<file path="config.mk">
export PLATFORM = sky130hd
export DESIGN_NAME = trip_search_step
export DESIGN_NICKNAME = d
export VERILOG_FILES = /design/src/rtl/trip_pkg.sv /design/src/rtl/trip_decide.sv /design/src/rtl/trip_seq.sv /design/src/rtl/trip_result.sv /design/src/rtl/trip_search_step.sv
export SDC_FILE = /design/constraint.sdc
export NUM_CORES = 1
export LEC_CHECK = 0
export BUFFER_PORTS_ARGS = -buffer_cell sky130_fd_sc_hd__clkbuf_2
export CAP_MARGIN = 10
export CORE_AREA = 2 2 39 41
export CTS_CLUSTER_SIZE = 20
export DETAILED_ROUTE_END_ITERATION = 7
export DIE_AREA = 0 0 41 43
export GPL_TIMING_DRIVEN = 0
export PLACE_DENSITY_LB_ADDON = 0.25
export SYNTH_ARGS = -nofsm -noshare
export SYNTH_HDL_FRONTEND = slang
export SYNTH_SLANG_ARGS = --single-unit
</file>
<file path="constraint.sdc">
create_clock -name clk -period 3.45 [get_ports clk]
set_input_delay 0.1725 -clock clk [delete_from_list [all_inputs] [get_ports clk]]
set_output_delay 0.1725 -clock clk [all_outputs]
set_load 0.01 [all_outputs]
</file>
<file path="src/rtl/trip_pkg.sv">
package trip_pkg;
  localparam int STAT_W    = 3;
  localparam int ST_ID     = 0;
  localparam int ST_CMP    = 1;
  localparam int ST_DIR    = 2;
  localparam logic SLOT_READ  = 1'b0;
  localparam logic SLOT_WRITE = 1'b1;

  typedef enum logic [1:0] {
    S_IDLE   = 2'd0,
    S_RD_ID  = 2'd1,
    S_RD_CMP = 2'd2,
    S_WR     = 2'd3
  } trip_state_e;

  // True when no device answered: both address bit and complement read high.
  function automatic logic trip_abort(input logic id_bit, input logic cmp_bit);
    return id_bit & cmp_bit;
  endfunction

  // Direction to follow: preferred bit when devices disagree, else the address bit.
  function automatic logic trip_dir(input logic id_bit, input logic cmp_bit,
                                    input logic pref);
    if (!id_bit && !cmp_bit) return pref;
    return id_bit;
  endfunction

  // Packed status word.
  function automatic logic [STAT_W-1:0] trip_code(input logic id_bit,
                                                  input logic cmp_bit,
                                                  input logic pref);
    logic [STAT_W-1:0] c;
    c         = '0;
    c[ST_ID]  = id_bit;
    c[ST_CMP] = cmp_bit;
    c[ST_DIR] = trip_abort(id_bit, cmp_bit) ? 1'b0 : trip_dir(id_bit, cmp_bit, pref);
    return c;
  endfunction
endpackage

</file>
<file path="src/rtl/trip_decide.sv">
module trip_decide
  import trip_pkg::*;
(
  input  logic              id_bit,
  input  logic              cmp_bit,
  input  logic              pref,
  output logic              abort,
  output logic              dir,
  output logic [STAT_W-1:0] code
);
  always_comb begin
    abort = trip_abort(id_bit, cmp_bit);
    dir   = trip_dir(id_bit, cmp_bit, pref);
    code  = trip_code(id_bit, cmp_bit, pref);
  end
endmodule

</file>
<file path="src/rtl/trip_seq.sv">
module trip_seq
  import trip_pkg::*;
(
  input  logic clk,
  input  logic rst_n,
  input  logic start,
  input  logic pref_dir,
  input  logic slot_ack,
  input  logic slot_rbit,
  input  logic abort_now,
  input  logic dir_now,
  output logic slot_req,
  output logic slot_kind,
  output logic slot_wbit,
  output logic busy,
  output logic id_q,
  output logic cmp_now,
  output logic pref_q,
  output logic ev_start,
  output logic ev_abort,
  output logic ev_wr_ack
);
  trip_state_e state_q, state_d;
  logic        cmp_q;
  logic        ev_id_ack, ev_cmp_ack;

  assign busy       = (state_q != S_IDLE);
  assign ev_start   = start && (state_q == S_IDLE);
  assign ev_id_ack  = (state_q == S_RD_ID)  && slot_ack;
  assign ev_cmp_ack = (state_q == S_RD_CMP) && slot_ack;
  assign ev_abort   = ev_cmp_ack && abort_now;
  assign ev_wr_ack  = (state_q == S_WR) && slot_ack;

  // Complement seen by the decision logic: live sample during its slot.
  assign cmp_now    = (state_q == S_RD_CMP) ? slot_rbit : cmp_q;

  assign slot_req   = busy;
  assign slot_kind  = (state_q == S_WR) ? SLOT_WRITE : SLOT_READ;
  assign slot_wbit  = (state_q == S_WR) ? dir_now : 1'b0;

  always_comb begin
    state_d = state_q;
    unique case (state_q)
      S_IDLE:   if (start)      state_d = S_RD_ID;
      S_RD_ID:  if (slot_ack)   state_d = S_RD_CMP;
      S_RD_CMP: if (slot_ack)   state_d = abort_now ? S_IDLE : S_WR;
      S_WR:     if (slot_ack)   state_d = S_IDLE;
      default:                  state_d = S_IDLE;
    endcase
  end

  always_ff @(posedge clk or negedge rst_n) begin
    if (!rst_n) begin
      state_q <= S_IDLE;
      id_q    <= 1'b0;
      cmp_q   <= 1'b0;
      pref_q  <= 1'b0;
    end else begin
      state_q <= state_d;
      if (ev_start) begin
        pref_q <= pref_dir;
        id_q   <= 1'b0;
        cmp_q  <= 1'b0;
      end
      if (ev_id_ack)  id_q  <= slot_rbit;
      if (ev_cmp_ack) cmp_q <= slot_rbit;
    end
  end
endmodule

</file>
<file path="src/rtl/trip_result.sv">
module trip_result
  import trip_pkg::*;
(
  input  logic              clk,
  input  logic              rst_n,
  input  logic              ev_start,
  input  logic              ev_abort,
  input  logic              ev_wr_ack,
  input  logic [STAT_W-1:0] code,
  output logic [STAT_W-1:0] status,
  output logic              done
);
  logic finish;
  assign finish = ev_abort || ev_wr_ack;

  always_ff @(posedge clk or negedge rst_n) begin
    if (!rst_n) begin
      status <= '0;
      done   <= 1'b0;
    end else begin
      done <= finish;
      if (finish)        status <= code;
      else if (ev_start) status <= '0;
    end
  end
endmodule

</file>
<file path="src/rtl/trip_search_step.sv">
module trip_search_step
  import trip_pkg::*;
(
  input  logic              clk,
  input  logic              rst_n,
  input  logic              start,
  input  logic              pref_dir,
  output logic              slot_req,
  output logic              slot_kind,
  output logic              slot_wbit,
  input  logic              slot_ack,
  input  logic              slot_rbit,
  output logic              busy,
  output logic              done,
  output logic [STAT_W-1:0] status
);
  logic              id_q, cmp_now, pref_q;
  logic              abort_now, dir_now;
  logic [STAT_W-1:0] code_now;
  logic              ev_start, ev_abort, ev_wr_ack;

  trip_seq u_seq (
    .clk       (clk),
    .rst_n     (rst_n),
    .start     (start),
    .pref_dir  (pref_dir),
    .slot_ack  (slot_ack),
    .slot_rbit (slot_rbit),
    .abort_now (abort_now),
    .dir_now   (dir_now),
    .slot_req  (slot_req),
    .slot_kind (slot_kind),
    .slot_wbit (slot_wbit),
    .busy      (busy),
    .id_q      (id_q),
    .cmp_now   (cmp_now),
    .pref_q    (pref_q),
    .ev_start  (ev_start),
    .ev_abort  (ev_abort),
    .ev_wr_ack (ev_wr_ack)
  );

  trip_decide u_dec (
    .id_bit  (id_q),
    .cmp_bit (cmp_now),
    .pref    (pref_q),
    .abort   (abort_now),
    .dir     (dir_now),
    .code    (code_now)
  );

  trip_result u_res (
    .clk       (clk),
    .rst_n     (rst_n),
    .ev_start  (ev_start),
    .ev_abort  (ev_abort),
    .ev_wr_ack (ev_wr_ack),
    .code      (code_now),
    .status    (status),
    .done      (done)
  );
endmodule

</file>
==> summary.md, run 1 <==
| Metric | Value |
|---|---|
| Status | `completed` |
| Crit path launch type | `flop` |
| IO Count | `14` |
| Fin crit period | `1.53 ns` |
| Routed len/inst | `11.9 um` |
| Final setup viols | `0` |
| Root Driver | `clkbuf_4` |
| First DRT Iteration DRCs | `4` |
| Peak Freq | `655 MHz` |
| Cells after Synth | `44` |
| Synth cell types | `20` |
| CTS max path bufs | `2` |
| Mapped Area | `454 um^2` |
| Htree depth | `1` |
| Tcrit/Tclk final | `44.3%` |
| Total GRT Usage | `between 10% and 20%` |
| Worst setup margin | `1.92 ns` |
| CP arrival | `1.35 ns` |
| Post-Route WL | `about 930 um` |
| RSZ-0062 raised after global routing | `no` |
| Crit. End Element | `output pin` |
| Pwr dens | `~900 nW/um^2` |
| Pins over their slew limit | `0` |
| Via count | `between 300 and 400` |
| Cell taking the most area after synthesis | `dfrtp_1` |
| Peak VDD IR | `0.298 mV` |
| Number of nets still failing antenna checks after routing | `0` |
| Die width | `41 um` |
| Avg Cell Area, Syn | `10.3 um^2` |
| Die area | `approximately 1800 um^2` |
| Flops & latches, synth | `9` |
| Largest net degree at the start of global routing | `11` |
| Vias in the first global route | `343` |
| Max_slew headroom | `79.8%` |
| Seq/Total Area, Yosys | `49.6%` |
| Setup CP Type | `reg -> out` |
| Worst-margin pin slew | `0.302 ns` |
| Worst Skew | `0.00403 ns` |
| Post-route setup TNS | `0 ns` |
| Initial cell density of the core | `32.8%` |
| Antenna violations before repair | `0` |
| Final #Nets | `69` |
| Final hold violations | `0` |
| IO Port Bufs | `13` |
| Post-CTS Setup Inserts | `0` |
| Worst skew pair latency | `around 0.26 ns` |
| Via/cell ratio | `4.88` |
| Dpl hpwl | `681 um` |
| Net count after synthesis | `50` |
| Leak pwr | `~0.00028 uW` |
| # hold bufs at CTS | `1` |
| DRC violations left | `0` |
| CP max FO | `10` |
| Rows | `14` |
| Max-Cap Viols | `0` |
| CORE AREA | `about 1400 um^2` |
| Setup WS pre-CTS | `2.20 ns` |
| Die Height | `43 um` |
| GP Congestion | `about 0.73` |
| GR Overflow Total | `0` |
| Clock-pin transition on the worst setup and hold timing paths | `0.06 ns` |
| Share of post-route cells with drive strength above 1 | `37.1%` |
| Area grow syn2layout | `26.7%` |
| Cts bufs inserted | `3` |
| Reg2reg setup slack | `2.23 ns` |
| Pre-antenna DRT Iters | `4` |
| Area share of the largest cell type after synthesis | `49.6%` |
| Worst hold path type | `in -> reg` |
| Global-route wire length before repair | `1460 um` |
| Largest cells by area after synthesis | `dfrtp_1 50%, mux2i_1 6.6%, a21oi_1 4.4%` |
| Worst Path Required | `3.28 ns` |
| CTS tree | `built` |
| # resized after CTS | `0` |
| Clock Sinks | `9` |
| Syn. warnings | `0` |
| # diodes | `0` |
[power by group]
| part | total, uW | internal (uW) | switching (uW) | leakage [uW] |
|---|---|---|---|---|
| registers | 183 | 152 | 31.1 | 0.000114 |
| logic | 263 | 130 | 134 | 0.000153 |
| clock network | 82.0 | 44.6 | 37.4 | 0.0000150 |
[cells in the mapped netlist]
| master | n |
|---|---|
| buf_4 | 2 |
| a221oi_1 | 1 |
| buf_2 | 1 |
| nor3_1 | 1 |
| dfrtp_1 | 9 |
| nand2_1 | 5 |
| o21bai_1 | 2 |
| nor2b_1 | 2 |
| inv_1 | 2 |
| or3b_4 | 1 |
| a22o_1 | 2 |
| or2_2 | 1 |
| nor2_2 | 1 |
| o22ai_1 | 2 |
| a21oi_1 | 4 |
| mux2_4 | 1 |
| o2bb2ai_1 | 1 |
| mux2i_1 | 3 |
| nor2_1 | 2 |
| and2_1 | 1 |
[worst paths after layout]
check,startpoint,cells past startpoint,to
worst max register to register,u_seq.state_q[0],2,u_seq.pref_q
min in group asynchronous,rst_n,2,u_res.status[1]
worst max-delay path,u_seq.state_q[1],4,slot_req
worst min register to register,u_res.status[0],2,u_res.status[0]
worst min-delay path,pref_dir,2,u_seq.pref_q
max in group asynchronous,rst_n,2,u_seq.state_q[1]
[cells by family after synthesis]
kind of cell	share of synthesized area [%]
compound gates	18.2
buf+inv	6.06
flops	49.6
mux	9.92
simple gates	16.3
[layer usage]
layer / up-vias / track usage, % / wire length (um) / part of all wire (%)
li1: 188 / - / - / -
met1: 171 / 16.9 / 435 / 47
met2: 20 / 16.3 / 407 / 44
met3: 2 / 4.71 / 74 / 7.9
met4: 0 / 10.0 / 14 / 1.5
met5: - / 0 / 0 / 0
[cell type report]
| type | count | area, um^2 |
|---|---|---|
| tap | 16 | 20.0 |
| inverter | 2 | 7.51 |
| multi-input combinational | 30 | 201 |
| clock buffer | 4 | 26.3 |
| timing repair buffer | 14 | 75.1 |
| fill | 150 | 808 |
| sequential | 9 | 225 |
| buffer | 3 | 20.0 |
[worst max-delay path, cell delays in order, from the launching register on]
cell      delay (ns)
dfrtp_1         0.37
buf_2           0.17
or2_2           0.31
buf_4           0.13
clkbuf_2        0.11
[cell usage in the layout (no fill, tap or decap), types with 3 or more instances in the layout]
cell type	Yosys	routed
a21oi_1	4	4
clkbuf_4	0	3
nand2_1	5	5
dfrtp_1	9	9
clkbuf_2	0	13
mux2i_1	3	3
[sequential cells by signal (all words and copies together) (netlist names)]
signal	cells
u_seq.id_q	1
u_res.done	1
u_seq.state_q	2
u_res.status	3
u_seq.pref_q	1
u_seq.cmp_q	1
[per-stage QoR]
stage               util, %  total power, uW  cell area, um^2  hold WS [ns]  std cells
finish                 41.6              529              576         0.139         78
global route           41.6              571              576         0.137         78
detailed placement     39.0              448              539        0.0421         73
floorplan                 -              371              454        -0.123         44
CTS                    41.6              534              576         0.134         78
global placement       39.0              445              539        0.0391         73
(Power assumes the default switching activity.)
==> inputs of run 2 (changes only) <==
--- a/config.mk
+++ b/config.mk
@@ -5,6 +5,7 @@
 export SDC_FILE = /design/constraint.sdc
 export NUM_CORES = 1
 export LEC_CHECK = 0
+export ABC_AREA = 1
 export BUFFER_PORTS_ARGS = -buffer_cell sky130_fd_sc_hd__clkbuf_2
 export CAP_MARGIN = 10
 export CORE_AREA = 2 2 39 41
==> constraint.sdc (replaced) <==
create_clock -name clk -period 1.35 [get_ports clk]
set_input_delay 0.0675 -clock clk [delete_from_list [all_inputs] [get_ports clk]]
set_output_delay 0.0675 -clock clk [all_outputs]
set_load 0.01 [all_outputs]
==> run 2 against run 1 <==
Compared with the run above: wire length decreased by 3.4%; clock-buffer cell count unchanged; cell count grew 14%; register-to-register slack worse by 2.2 ns; hold slack got worse by 0.097 ns.
==> summary.md, run 2 <==
| Metric | Value |
|---|---|
| Share of post-route cells with drive strength above 1 | `38.4%` |
| Initial cell density of the core | `32.2%` |
| Seq/Total Area, Yosys | `50.6%` |
| Global-route wire length before repair | `1450 um` |
| Max-Cap Viols | `0` |
| Flops & latches, synth | `9` |
| Crit. End Element | `output pin` |
| Logic pwr share | `47.6%` |
| RR Startpoint | `u_seq.state_q[0]` |
| Switching part of the total power | `40.8%` |
| Worst hold path type | `in -> reg` |
| CTS max path bufs | `2` |
| Internal power | `782 uW` |
| Pre-antenna DRT Iters | `4` |
| GP Congestion | `0.722` |
| Final setup viols | `0` |
| Pins over their slew limit | `0` |
| Sequential power share | `37.0%` |
| Post-route setup TNS | `0 ns` |
| Avg Cell Area, Syn | `8.40 um^2` |
| CORE AREA | `1380 um^2` |
| Vias in the first global route | `~350` |
| First DRT Iteration DRCs | `4` |
| Area share of the largest cell type after synthesis | `50.6%` |
| Reg-to-reg endpoint | `u_seq.pref_q` |
| Worst skew pair latency | `0.26 ns` |
| CTS tree | `built` |
| Total GRT Usage | `12.8%` |
| FILL cells | `153` |
| Most frequent cell after synthesis | `nand2_1` |
| Net count after synthesis | `59` |
| Pwr dens | `between 2000 and 2500 nW/um^2` |
| Max FFs per register | `3` |
| WHS | `0.0414 ns` |
| Reg2reg setup slack | `0.07 ns` |
| Cells after Synth | `between 50 and 60` |
| Syn. warnings | `0` |
| Largest net degree at the start of global routing | `10` |
| Most used flip-flop cell after synthesis | `dfrtp_1` |
| Rows | `14` |
| Most frequent CP cell | `nand2_1` |
| Peak Freq | `755 MHz` |
| Dpl hpwl | `670 um` |
| Tcrit/Tclk final | `between 90% and 100%` |
| Worst-path cell chain | `inv_2 > nand2_1 > nand2_1 > nand2_2 > inv_2 > nand2_1 > a21oi_1 > buf_2` |
| Cell taking the most area after synthesis | `dfrtp_1` |
| Cell Count, Final, Fillers Out | `89` |
| Area grow syn2layout | `30.9%` |
| NetSw | `540 uW` |
| # diodes | `0` |
| GR Overflow Total | `0` |
| Worst setup margin | `0.0250 ns` |
| Slowest cell on crit path | `dfrtp_1` |
| RSZ-0062 raised after global routing | `yes` |
| Via count | `407` |
| Clock-pin transition on the worst setup and hold timing paths | `about 0.06 ns` |
| Die area | `roughly 1800 um^2` |
| Worst-margin pin slew | `0.257 ns` |
| Antenna violations before repair | `0` |
| Fin crit period | `1.33 ns` |
| Worst Path Required | `1.28 ns` |
| IO Port Bufs | `13` |
| Most frequent cells in the layout | `12 x clkbuf_2, 11 x nand2_1, 8 x dfrtp_1` |
| Root Driver | `clkbuf_4` |
| Status | `completed` |
| IO Count | `14` |
| Htree depth | `1` |
| Number of nets still failing antenna checks after routing | `0` |
| Leak pwr | `0.000316 uW` |
| Commonest non-fill, non-tap cell in the layout | `clkbuf_2` |
| Setup WS pre-CTS | `0.0997 ns` |
| Largest registers | `u_res.status: 3 flops, u_seq.state_q: 2 flops` |
| Crit path launch type | `flop` |
| Setup CP Type | `reg -> out` |
| Placed Instances | `82` |
| Worst Skew | `0.000907 ns` |
| Max_slew headroom | `82.8%` |
| Instance area after placement | `531 um^2` |
| Post-Route WL | `approximately 900 um` |
| Final #Nets | `80` |
| Via/cell ratio | `4.57` |
| Most frequent cells after synthesis | `11 x nand2_1, 9 x dfrtp_1, 7 x inv_1, 5 x nor2_1, 4 x a21oi_1` |
| EDFF count, synth | `0` |
| Mapped Area | `445 um^2` |
| CP arrival | `roughly 1.3 ns` |
| DRC violations left | `0` |
| Die Height | `43 um` |
| Synth cell types | `16` |
| Worst R2R Path Depth | `4` |
| Clock power frac | `15.4%` |
| Crit path to | `slot_wbit` |
| Cts bufs inserted | `3` |
| Design area | `583 um^2` |
| Clock Sinks | `9` |
| Largest cells by area after synthesis | `dfrtp_1 51%, nand2_1 9.3%, inv_1 5.9%` |
| Top reg by flops | `u_res.status` |
| CP max FO | `5` |
| FFs w/ async S/R, synth | `100%` |
| Peak VDD IR | `a little under 0.7 mV` |
| Final hold violations | `0` |
| Crit path from | `u_seq.state_q[0]` |
| Routed len/inst | `~10 um` |
| Die width | `41 um` |
| Max incr delay on CP | `just under 0.4 ns` |
-- run 2: cell type report --
cell class	instances	area, um^2	share of cell area (%)
flip-flops and latches	9	226	38.8
inverters	8	30.0	5.15
repair buffers	16	90.1	15.5
well taps	16	20.0	3.43
plain buffers	1	7.51	1.29
clock buffers	4	26.3	4.51
multi-input cells	35	183	31.3
-- run 2: metal layers --
layer	global-route usage (%)	part of all wire, %	vias up
li1	-	-	212
met1	16.1	45	178
met2	16.9	46	15
met3	4.71	7.3	2
met4	10.0	1.3	0
met5	0	0	-
-- run 2: critical path, delay by kind of cell, from the launching register on --
kind	cells	cell delay (ns)
flip-flops	1	0.39
AO/OA/AOI/OAI	1	0.11
buffers and inverters	3	0.28
AND/OR/NAND/NOR	4	0.22
-- run 2: worst min path at each step --
stage          cells after the start     start                to  slack, ns
2_1_floorplan                      0     rst_n        u_res.done      -0.23
5_1_grt                            2  pref_dir      u_seq.pref_q       0.04
4_1_cts                            2  pref_dir      u_seq.pref_q       0.04
6_report                           2  pref_dir      u_seq.pref_q       0.04
3_3_place_gp                       1     rst_n        u_res.done      -0.07
3_5_place_dp                       1     rst_n  u_seq.state_q[1]      -0.06
-- run 2: logic make-up (layout without fill, tap and decap cells) --
| logic type | count (synthesis) | after routing | synth area share (%) |
|---|---|---|---|
| and+or+nand+nor | 27 | 27 | 30.1 |
| muxes | 1 | 1 | 2.53 |
| AOI/OAI and AO/OA | 7 | 7 | 8.43 |
| buffers and inverters | 9 | 29 | 8.43 |
| DFF | 9 | 9 | 50.6 |
-- run 2: stage by stage --
step	utilization [%]	power [uW]
2_1_floorplan	-	879
3_3_place_gp	38.3	1050
3_5_place_dp	38.3	1060
4_1_cts	42.1	1340
5_1_grt	42.1	1450
6_report	42.1	1320
-- run 2: timing repair --
action                                  4_1_cts  5_1_grt
resized for setup                             2        1
buffers inserted                              2        0
hold buffers                                  1        0
endpoints found under the setup margin        1        3
hold endpoints to repair                      9        0
pin swaps                                     1        1
cloned                                        0        0
-- run 2: power by group through the flow --
stage / combinational [uW] / clock, uW / sequential (uW)
2_1_floorplan: 377 / 0 / 502
3_3_place_gp: 551 / 0 / 502
3_5_place_dp: 559 / 0 / 505
4_1_cts: 636 / 211 / 490
5_1_grt: 712 / 229 / 509
6_report: 629 / 203 / 490
==> inputs of run 3 (changes only) <==
--- a/config.mk
+++ b/config.mk
@@ -5,7 +5,6 @@
 export SDC_FILE = /design/constraint.sdc
 export NUM_CORES = 1
 export LEC_CHECK = 0
-export ABC_AREA = 1
 export BUFFER_PORTS_ARGS = -buffer_cell sky130_fd_sc_hd__clkbuf_2
 export CAP_MARGIN = 10
 export CORE_AREA = 2 2 39 41
==> run 3 against run 2 <==
Compared with the run above: the run now ends with negative setup slack left; core utilization rose by 4.5 points; highest routed layer unchanged; die area did not move; design area rose by 11%; register-to-register slack got worse by 0.08 ns; global-route usage rose by 1.2 points; via count fell by 4.9%; combinational power rose by 43%; setup slack got worse by 0.031 ns; clock power rose by 3%; wire length rose by 14%.
==> summary.md, run 3 (synthesized netlist as in run 1, its figures left out) <==
| Metric | Value |
|---|---|
| Status | `finished, violations left` |
| Failing checks | `negative setup slack` |
| Reg2reg setup slack | `-0.006 ns` |
| Cts bufs inserted | `3` |
| Setup WS pre-CTS | `0.131 ns` |
| IO Port Bufs | `13` |
| Final hold violations | `0` |
| First DRT Iteration DRCs | `15` |
| Reg-to-reg endpoint | `u_seq.pref_q` |
| CTS max path bufs | `2` |
| CP arrival | `1.51 ns` |
| Pre-antenna DRT Iters | `3` |
| Htree depth | `1` |
| Largest net degree at the start of global routing | `10` |
| CORE AREA | `1380 um^2` |
| Die area | `1760 um^2` |
| Final setup viols | `1` |
| GP Congestion | `about 0.73` |
| Routed len/inst | `about 13 um` |
| Setup CP Type | `reg -> reg` |
| Crit path from | `u_seq.state_q[0]` |
| Instance area after placement | `approximately 540 um^2` |
| Worst setup margin | `-0.00649 ns` |
| Hold Crit Start | `pref_dir` |
| Worst skew pair latency | `roughly 0.26 ns` |
| Max-Cap Viols | `0` |
| Die Height | `43 um` |
| Sequential Area | `225 um^2` |
| Share of post-route cells with drive strength above 1 | `43.9%` |
| Max_slew headroom | `80.1%` |
| Total GRT Usage | `14.0%` |
| IO Count | `14` |
| CTS tree | `built` |
| Largest registers | `u_res.status: 3 flops, u_seq.state_q: 2 flops` |
| Top reg by flops | `u_res.status` |
| Die width | `around 41 um` |
| RSZ-0062 raised after global routing | `yes` |
| Worst Path Required | `around 1.5 ns` |
| Global-route wire length before repair | `about 1600 um` |
| Tcrit/Tclk final | `100%` |
| Root Driver | `clkbuf_4` |
| Via/cell ratio | `4.72` |
| Vias in the first global route | `368` |
| RR Startpoint | `u_seq.state_q[0]` |
| Worst-margin pin slew | `0.298 ns` |
| Commonest non-fill, non-tap cell in the layout | `clkbuf_2` |
| CP max FO | `5` |
| GR Overflow Total | `0` |
| Post-route setup TNS | `-0.00649 ns` |
| Via count | `387` |
| FILL cells | `about 140` |
| Pins over their slew limit | `0` |
| Clock Sinks | `9` |
| Peak Freq | `737 MHz` |
| Antenna violations before repair | `0` |
| Number of nets still failing antenna checks after routing | `0` |
| Max FFs per register | `3` |
| Worst hold path type | `in -> reg` |
| Dpl hpwl | `681 um` |
| # diodes | `0` |
| Rows | `14` |
| Final #Nets | `73` |
| Leak pwr | `0.000316 uW` |
| Finished Core Util | `46.7%` |
| Fin crit period | `1.36 ns` |
| Crit path launch type | `flop` |
| Peak VDD IR | `~0.85 mV` |
| DRC violations left | `0` |
| Post-Route WL | `between 1000 and 1500 um` |
| Worst Skew | `0.00379 ns` |
| Worst R2R Path Depth | `3` |
| Design area | `646 um^2` |
| Most frequent cells in the layout | `11 x clkbuf_2, 9 x dfrtp_1, 6 x buf_6` |
| Area grow syn2layout | `42.1%` |
| Pwr dens | `2460 nW/um^2` |
| Initial cell density of the core | `32.8%` |
| Crit. End Element | `flop` |
| Clock-pin transition on the worst setup and hold timing paths | `approximately 0.06 ns` |
| Crit path to | `u_seq.pref_q` |
| Area of the multi-input gates | `approximately 210 um^2` |
run 3: per-stage QoR:
step / total power, uW / hold WS, ns / std cells
6_report: 1590 / 0.0342 / 82
4_1_cts: 1540 / 0.0289 / 83
3_3_place_gp: 1140 / -0.0659 / 73
3_5_place_dp: 1150 / -0.0629 / 73
5_1_grt: 1710 / 0.0319 / 82
2_1_floorplan: 949 / -0.228 / 44
run 3: cell type report:
type / count / area share (%)
Buffer: 2 / 3.49
Clock buffer: 4 / 4.07
Inverter: 2 / 1.16
Multi-Input combinational cell: 30 / 33.1
Sequential cell: 9 / 34.9
Tap cell: 16 / 3.10
Timing Repair Buffer: 19 / 20.2
run 3: worst min path at each step:
stage | endpoint | slack [ns] | cells after the start
2_1_floorplan | u_res.done | -0.23 | 0
3_3_place_gp | u_res.status[2] | -0.07 | 1
3_5_place_dp | u_res.done | -0.06 | 1
4_1_cts | u_seq.pref_q | 0.03 | 2
5_1_grt | u_seq.pref_q | 0.03 | 2
6_report | u_seq.pref_q | 0.03 | 2
run 3: worst max-delay path, cell delays in order (launching register included):
cell	delay (ns)
dfrtp_1	0.41
buf_6	0.13
or3b_4	0.40
mux2_4	0.30
run 3: per-layer routing:
metal / track usage [%] / share of wire, % / vias to the layer above
li1: - / - / 200
met1: 19.2 / 49 / 173
met2: 17.5 / 43 / 12
met3: 4.71 / 5.4 / 2
met4: 10.0 / 1.5 / 0
met5: 0 / 0 / -
run 3: power breakdown:
group / internal [uW] / switching (uW)
Sequential: 389 / 90.3
Combinational: 507 / 391
Clock: 114 / 95.5
run 3: what timing repair did:
action                     4_1_cts  5_1_grt
setup buffers                    4        0
hold endpoints to repair         9        0
gates resized for setup          6        6
setup endpoints to repair        1        4
gates cloned                     1        0
hold buffers                     1        0
